File: config.mk
export PLATFORM = sky130hd
export DESIGN_NAME = scan_pacer
export DESIGN_NICKNAME = d
export VERILOG_FILES = /design/src/rtl/scan_pkg.sv /design/src/rtl/scan_rst_sync.sv /design/src/rtl/scan_ctrl_decode.sv /design/src/rtl/scan_rate_divider.sv /design/src/rtl/scan_pacer.sv
export SDC_FILE = /design/constraint.sdc
export NUM_CORES = 1
export LEC_CHECK = 0
export CAP_MARGIN = 20
export CORE_UTILIZATION = 50
export CTS_BUF_LIST = sky130_fd_sc_hd__clkbuf_8 sky130_fd_sc_hd__clkbuf_16
export DETAILED_ROUTE_END_ITERATION = 10
export HOLD_SLACK_MARGIN = 0.06
export PLACE_DENSITY = 0.77
export RECOVER_POWER = 25
export SLEW_MARGIN = 0
export SYNTH_ARGS = -nofsm -noshare
export SYNTH_HDL_FRONTEND = slang
export SYNTH_SLANG_ARGS = --single-unit
File: constraint.sdc
create_clock -name clk -period 1.94 [get_ports clk]
set_clock_uncertainty 0.1 [all_clocks]
set_input_delay 0.582 -clock clk [delete_from_list [all_inputs] [get_ports clk]]
set_output_delay 0.582 -clock clk [all_outputs]
set_load 0.03 [all_outputs]
File: src/rtl/scan_pkg.sv
package scan_pkg;
  localparam int CTRL_W    = 8;
  localparam int RUN_BIT   = 0;
  localparam int RATE_LSB  = 2;
  localparam int RATE_W    = 2;

  typedef enum logic [1:0] {
    RATE_FAST = 2'd0,
    RATE_MID  = 2'd1,
    RATE_SLOW = 2'd2
  } rate_e;

  function automatic rate_e decode_rate(input logic [RATE_W-1:0] code);
    case (code)
      2'b00:   decode_rate = RATE_FAST;
      2'b01:   decode_rate = RATE_MID;
      2'b10:   decode_rate = RATE_SLOW;
      default: decode_rate = RATE_MID;
    endcase
  endfunction
endpackage

File: src/rtl/scan_rst_sync.sv
module scan_rst_sync #(
  parameter int STAGES = 2
) (
  input  logic clk,
  input  logic rst_n,
  output logic rst_n_sync
);
  logic [STAGES-1:0] sync_q;

  always_ff @(posedge clk or negedge rst_n) begin
    if (!rst_n) sync_q <= '0;
    else        sync_q <= {sync_q[STAGES-2:0], 1'b1};
  end

  assign rst_n_sync = sync_q[STAGES-1];
endmodule

File: src/rtl/scan_ctrl_decode.sv
module scan_ctrl_decode
  import scan_pkg::*;
(
  input  logic              clk,
  input  logic              rst_n,
  input  logic              ctl_wr,
  input  logic [CTRL_W-1:0] ctl_data,
  output logic              start_evt,
  output logic              stop_evt,
  output logic              busy,
  output rate_e             rate
);
  logic  busy_q, busy_d;
  rate_e rate_q, rate_d;
  logic  rate_en;

  always_comb begin
    start_evt = ctl_wr &  ctl_data[RUN_BIT] & ~busy_q;
    stop_evt  = ctl_wr & ~ctl_data[RUN_BIT] &  busy_q;
    rate_en   = start_evt;
    busy_d    = busy_q;
    if (start_evt)     busy_d = 1'b1;
    else if (stop_evt) busy_d = 1'b0;
    rate_d = decode_rate(ctl_data[RATE_LSB +: RATE_W]);
  end

  always_ff @(posedge clk or negedge rst_n) begin
    if (!rst_n) begin
      busy_q <= 1'b0;
      rate_q <= RATE_FAST;
    end else begin
      busy_q <= busy_d;
      if (rate_en) rate_q <= rate_d;
    end
  end

  assign busy = busy_q;
  assign rate = rate_q;

  // rate holds while acquisition runs
  a_r8_rate_held: assert property (@(posedge clk) disable iff (!rst_n)
    busy_q |=> (!busy_q || $stable(rate_q)));
  // no fourth rate value
  a_r10_rate_legal: assert property (@(posedge clk) disable iff (!rst_n)
    rate_q != 2'b11);
  // stop always clears busy
  a_r9_stop_clears: assert property (@(posedge clk) disable iff (!rst_n)
    stop_evt |=> !busy_q);
endmodule

File: src/rtl/scan_rate_divider.sv
module scan_rate_divider #(
  parameter int CNT_W = 9
) (
  input  logic             clk,
  input  logic             rst_n,
  input  logic             run,
  input  logic             clr,
  input  logic [CNT_W-1:0] period,
  output logic             pulse
);
  logic [CNT_W-1:0] cnt_q, cnt_d;
  logic             pulse_q, pulse_d;
  logic             wrap;

  always_comb begin
    wrap    = (cnt_q == period - 1'b1);
    cnt_d   = cnt_q;
    pulse_d = 1'b0;
    if (clr) begin
      cnt_d = '0;
    end else if (run) begin
      pulse_d = wrap;
      cnt_d   = wrap ? '0 : cnt_q + 1'b1;
    end
  end

  always_ff @(posedge clk or negedge rst_n) begin
    if (!rst_n) begin
      cnt_q   <= '0;
      pulse_q <= 1'b0;
    end else begin
      cnt_q   <= cnt_d;
      pulse_q <= pulse_d;
    end
  end

  assign pulse = pulse_q;

  // strobe is one cycle wide
  a_r6_one_cycle: assert property (@(posedge clk) disable iff (!rst_n)
    pulse_q |=> !pulse_q);
  // counter never passes the period
  a_r7_cnt_bound: assert property (@(posedge clk) disable iff (!rst_n)
    cnt_q < period);
endmodule

File: src/rtl/scan_pacer.sv
module scan_pacer
  import scan_pkg::*;
#(
  parameter int CLK_HZ       = 10_000_000,
  parameter int FAST_RATE_HZ = 100_000
) (
  input  logic              clk,
  input  logic              rst_n,
  input  logic              ctl_wr,
  input  logic [CTRL_W-1:0] ctl_data,
  output logic              scan_pulse,
  output logic              scan_busy,
  output logic [1:0]        rate_sel
);
  localparam int BASE_DIV = CLK_HZ / FAST_RATE_HZ;
  localparam int MAX_DIV  = BASE_DIV * 4;
  localparam int CNT_W    = $clog2(MAX_DIV + 1);

  logic             rst_n_s;
  logic             start_evt, stop_evt, busy;
  rate_e            rate;
  logic [CNT_W-1:0] period;

  scan_rst_sync #(.STAGES(2)) u_rst (
    .clk(clk), .rst_n(rst_n), .rst_n_sync(rst_n_s)
  );

  scan_ctrl_decode u_ctrl (
    .clk(clk), .rst_n(rst_n_s), .ctl_wr(ctl_wr), .ctl_data(ctl_data),
    .start_evt(start_evt), .stop_evt(stop_evt), .busy(busy), .rate(rate)
  );

  always_comb begin
    case (rate)
      RATE_MID:  period = CNT_W'(BASE_DIV * 2);
      RATE_SLOW: period = CNT_W'(BASE_DIV * 4);
      default:   period = CNT_W'(BASE_DIV);
    endcase
  end

  scan_rate_divider #(.CNT_W(CNT_W)) u_div (
    .clk(clk), .rst_n(rst_n_s), .run(busy), .clr(start_evt | stop_evt),
    .period(period), .pulse(scan_pulse)
  );

  assign scan_busy = busy;
  assign rate_sel  = rate;

  // no strobe while idle
  a_r9_idle_quiet: assert property (@(posedge clk) disable iff (!rst_n_s)
    !scan_busy |-> !scan_pulse);
  // the first edge after start carries no strobe
  a_r7_no_early: assert property (@(posedge clk) disable iff (!rst_n_s)
    $rose(scan_busy) |-> !scan_pulse);
endmodule

==> results.sh <==
export IMPL_synth_top_area_share_pct=46.5
export IMPL_fin_crit_sh_pct=98.7
export IMPL_finalCoreUtilization_pct=64.5
export IMPL_pwr_share_clk_pct=32.0
export IMPL_finalNetCount=107
export IMPL_die_w_um=42.2
export IMPL_outcome="complete, no violations"
export IMPL_maxSlewViolCount=0
export IMPL_arrival_ps=1230
export IMPL_synthFlopType="dfrtp_1"
export IMPL_wirelength_um=1500
export IMPL_ys_seq_area_share_pct=46.5
export IMPL_grt_max_degree=14
export IMPL_p_switching_uw=232
export IMPL_ys_warn_count=0
export IMPL_cts_tree="yes"
export IMPL_clkSinkCount=15
export IMPL_grt_usage_pct=19.6
export IMPL_power_density_nw_per_um2=804
export IMPL_switching_share_pct=29.7
export IMPL_synth_top_area_cell="dfrtp_1"
export IMPL_grt_pass1_wl_um=2530
export IMPL_crit_fanout=1
export IMPL_grt_pass1_vias=554
export IMPL_ys_types=26
export IMPL_drtIter0Drc=13
export IMPL_path_cells="clkdlybuf4s50_1"
export IMPL_coreArea_sq_um=1510
export IMPL_end_kind="primary output"
export IMPL_ff2ff_setup_slack_ps=80
export IMPL_min_path_type="reg -> async"
export IMPL_layout_common_cells="15 x dfrtp_1, 8 x nand2_1, 7 x xnor2_1, 7 x a21oi_1"
export IMPL_finalSetupViolCount=0
export IMPL_crit_family="buffers and inverters"
export IMPL_place_ws_ps=-22.5
export IMPL_async_reset_ff_share_pct=100
export IMPL_die_h_um=42.2
export IMPL_cp_num_buf_inv=1
export IMPL_clock_fmax_mhz=522
export IMPL_cts_made_buffers=3
export IMPL_startpoint_type="register"
export IMPL_cap_violations=0
export IMPL_clockBufferDepth=2
export IMPL_cts_hold_buf=0
export IMPL_synthTopCellsByArea="dfrtp_1 47%, xnor2_1 7.6%, ha_1 6.2%, a21oi_1 4.3%, nand2_1 3.7%"
export IMPL_clk_pin_slew_ps=60
export IMPL_overflow=0
export IMPL_via_per_inst=5.64
export IMPL_design_area_sq_um=971
export IMPL_wl_met1_um=688
export IMPL_avgSynthCellArea_sq_um=10.6
export IMPL_clock_latency_ps=250
export IMPL_power_frac_comb_pct=21.0
export IMPL_syn_area_sq_um=807
export IMPL_min_period_ps=1910
export IMPL_drcViolationCount=0
export IMPL_dieArea_sq_um=1780
export IMPL_io_buffers=9
export IMPL_crit_type="reg -> out"
export IMPL_r2r_end="u_div.cnt_q[2]$_DFFE_PN0P_"
export IMPL_placed_area_sq_um=928
export IMPL_ios=15
export IMPL_num_rows=14
export IMPL_top_layer_used="met4"
export IMPL_slew_headroom_pct=65.8
export IMPL_place_gp_congestion=0.868
export IMPL_met3_length_um=72
export IMPL_drtPass1Iterations=4
export IMPL_p_seq_share_pct=47.1
export IMPL_p_leak_nw=0.420
export IMPL_cpPeakStageDelay_ps=660
export IMPL_rsz0062_at_grt="yes"
export IMPL_synth_nets=91
export IMPL_synth_edff_count=0
export IMPL_vdd_drop_max_mv=0.664
export IMPL_initial_core_util_pct=53.6
export IMPL_fin_ws_ps=25.1
export IMPL_rr_worst_depth=6
export IMPL_final_common_cell="dfrtp_1"
export IMPL_root_buffer="clkbuf_8"
export IMPL_tns_ps=0
export IMPL_area_growth_pct=20.3
export IMPL_htreeDepth=1
export IMPL_total_power_uw=781
export IMPL_required_ps=1260
export IMPL_worstMarginPinSlew_ps=513
export IMPL_wire_per_inst_um=14.0
export IMPL_synthCells=76
export IMPL_ant_nets=0
export IMPL_slowest_stage="clkdlybuf4s50_1"
export IMPL_vias=604
export IMPL_post_dp_hpwl_um=1100
export IMPL_diodes=0
export IMPL_dr_wl_met2_um=690
export IMPL_drive_gt1_share_pct=14.3
export IMPL_ys_ff_latch=15
export IMPL_antenna_found_initial=0
export IMPL_finalHoldViolCount=0
export IMPL_internal_power_uw=549
export IMPL_timing_rr_start="u_ctrl.rate[0]$_DFFE_PN0P_"
-- stage by stage --
step	hold WS, ps	instances
final	106	107
after global routing	168	107
after CTS	123	107
after detailed placement	126	103
after global placement	115	103
after floorplan	60.4	76
-- sequential cells by signal, summed over array words and instances, names as in the netlist --
register      flops
u_rst.sync_q      2
u_ctrl.busy       1
u_div.cnt_q       9
u_ctrl.rate       2
u_div.pulse       1
-- final cells by class --
cell class,count,area (sq um)
flip-flops and latches,15,375
repair buffers,12,109
well taps,16,20.0
fillers,124,536
clock buffers,3,41.3
inverters,3,11.3
clock inverters,1,5.00
multi-input cells,57,409
-- power groups by stage --
stage | Sequential (mW) | Clock, mW | Combinational (mW)
after floorplan | 0.387 | 0 | 0.0859
after global placement | 0.370 | 0 | 0.164
after detailed placement | 0.372 | 0 | 0.169
after CTS | 0.367 | 0.254 | 0.165
after global routing | 0.371 | 0.265 | 0.178
final | 0.368 | 0.250 | 0.164
-- metal layers --
layer  global-route usage, %  up-vias
li1                        -      296
met5                       0        -
met2                    30.5       23
met1                    25.4      278
met4                    11.3        0
met3                    3.88        7
-- cells in the mapped netlist (2+ instances only) --
cell / count
o21ai_0: 2
a21oi_1: 7
xnor2_1: 7
xor2_1: 2
nor2_1: 3
ha_1: 4
dfrtp_1: 15
o21ai_1: 3
inv_1: 3
nor3_1: 5
nand2_1: 8
nand3_1: 2
nand4_1: 2
-- logic make-up (layout without fill, tap and decap cells) --
family	count (synthesis)	after routing	share of synthesized area [%]
flops	15	15	46.5
xor+xnor	9	9	9.77
fa+ha+maj	4	4	6.20
buf+inv	4	19	2.79
other cells	1	1	0.465
simple gates	25	25	17.8
compound gates	18	18	16.4
-- worst max-delay path by stage --
| stage | endpoint | start | cells past startpoint | slack (ps) |
|---|---|---|---|---|
| 5_1_grt | u_div.cnt_q[3]$_DFFE_PN0P_ | u_ctrl.rate[0]$_DFFE_PN0P_ | 6 | -10 |
| 6_report | scan_pulse | u_div.pulse$_DFF_PN0_ | 1 | 30 |
| 4_1_cts | scan_pulse | u_div.pulse$_DFF_PN0_ | 1 | 20 |
| 2_1_floorplan | u_div.cnt_q[2]$_DFFE_PN0P_ | u_ctrl.rate[0]$_DFFE_PN0P_ | 6 | 30 |
| 3_5_place_dp | u_div.cnt_q[6]$_DFFE_PN0P_ | ctl_wr | 5 | -20 |
| 3_3_place_gp | u_div.cnt_q[7]$_DFFE_PN0P_ | ctl_wr | 5 | 10 |
-- timing repair --
| action | in CTS | in global routing |
|---|---|---|
| buffers inserted | 0 | 0 |
| pin swaps | 0 | 0 |
| gates resized for setup | 3 | 0 |
| setup endpoints to repair | 3 | 2 |
No activity file was read; power rests on OpenSTA's default activity.
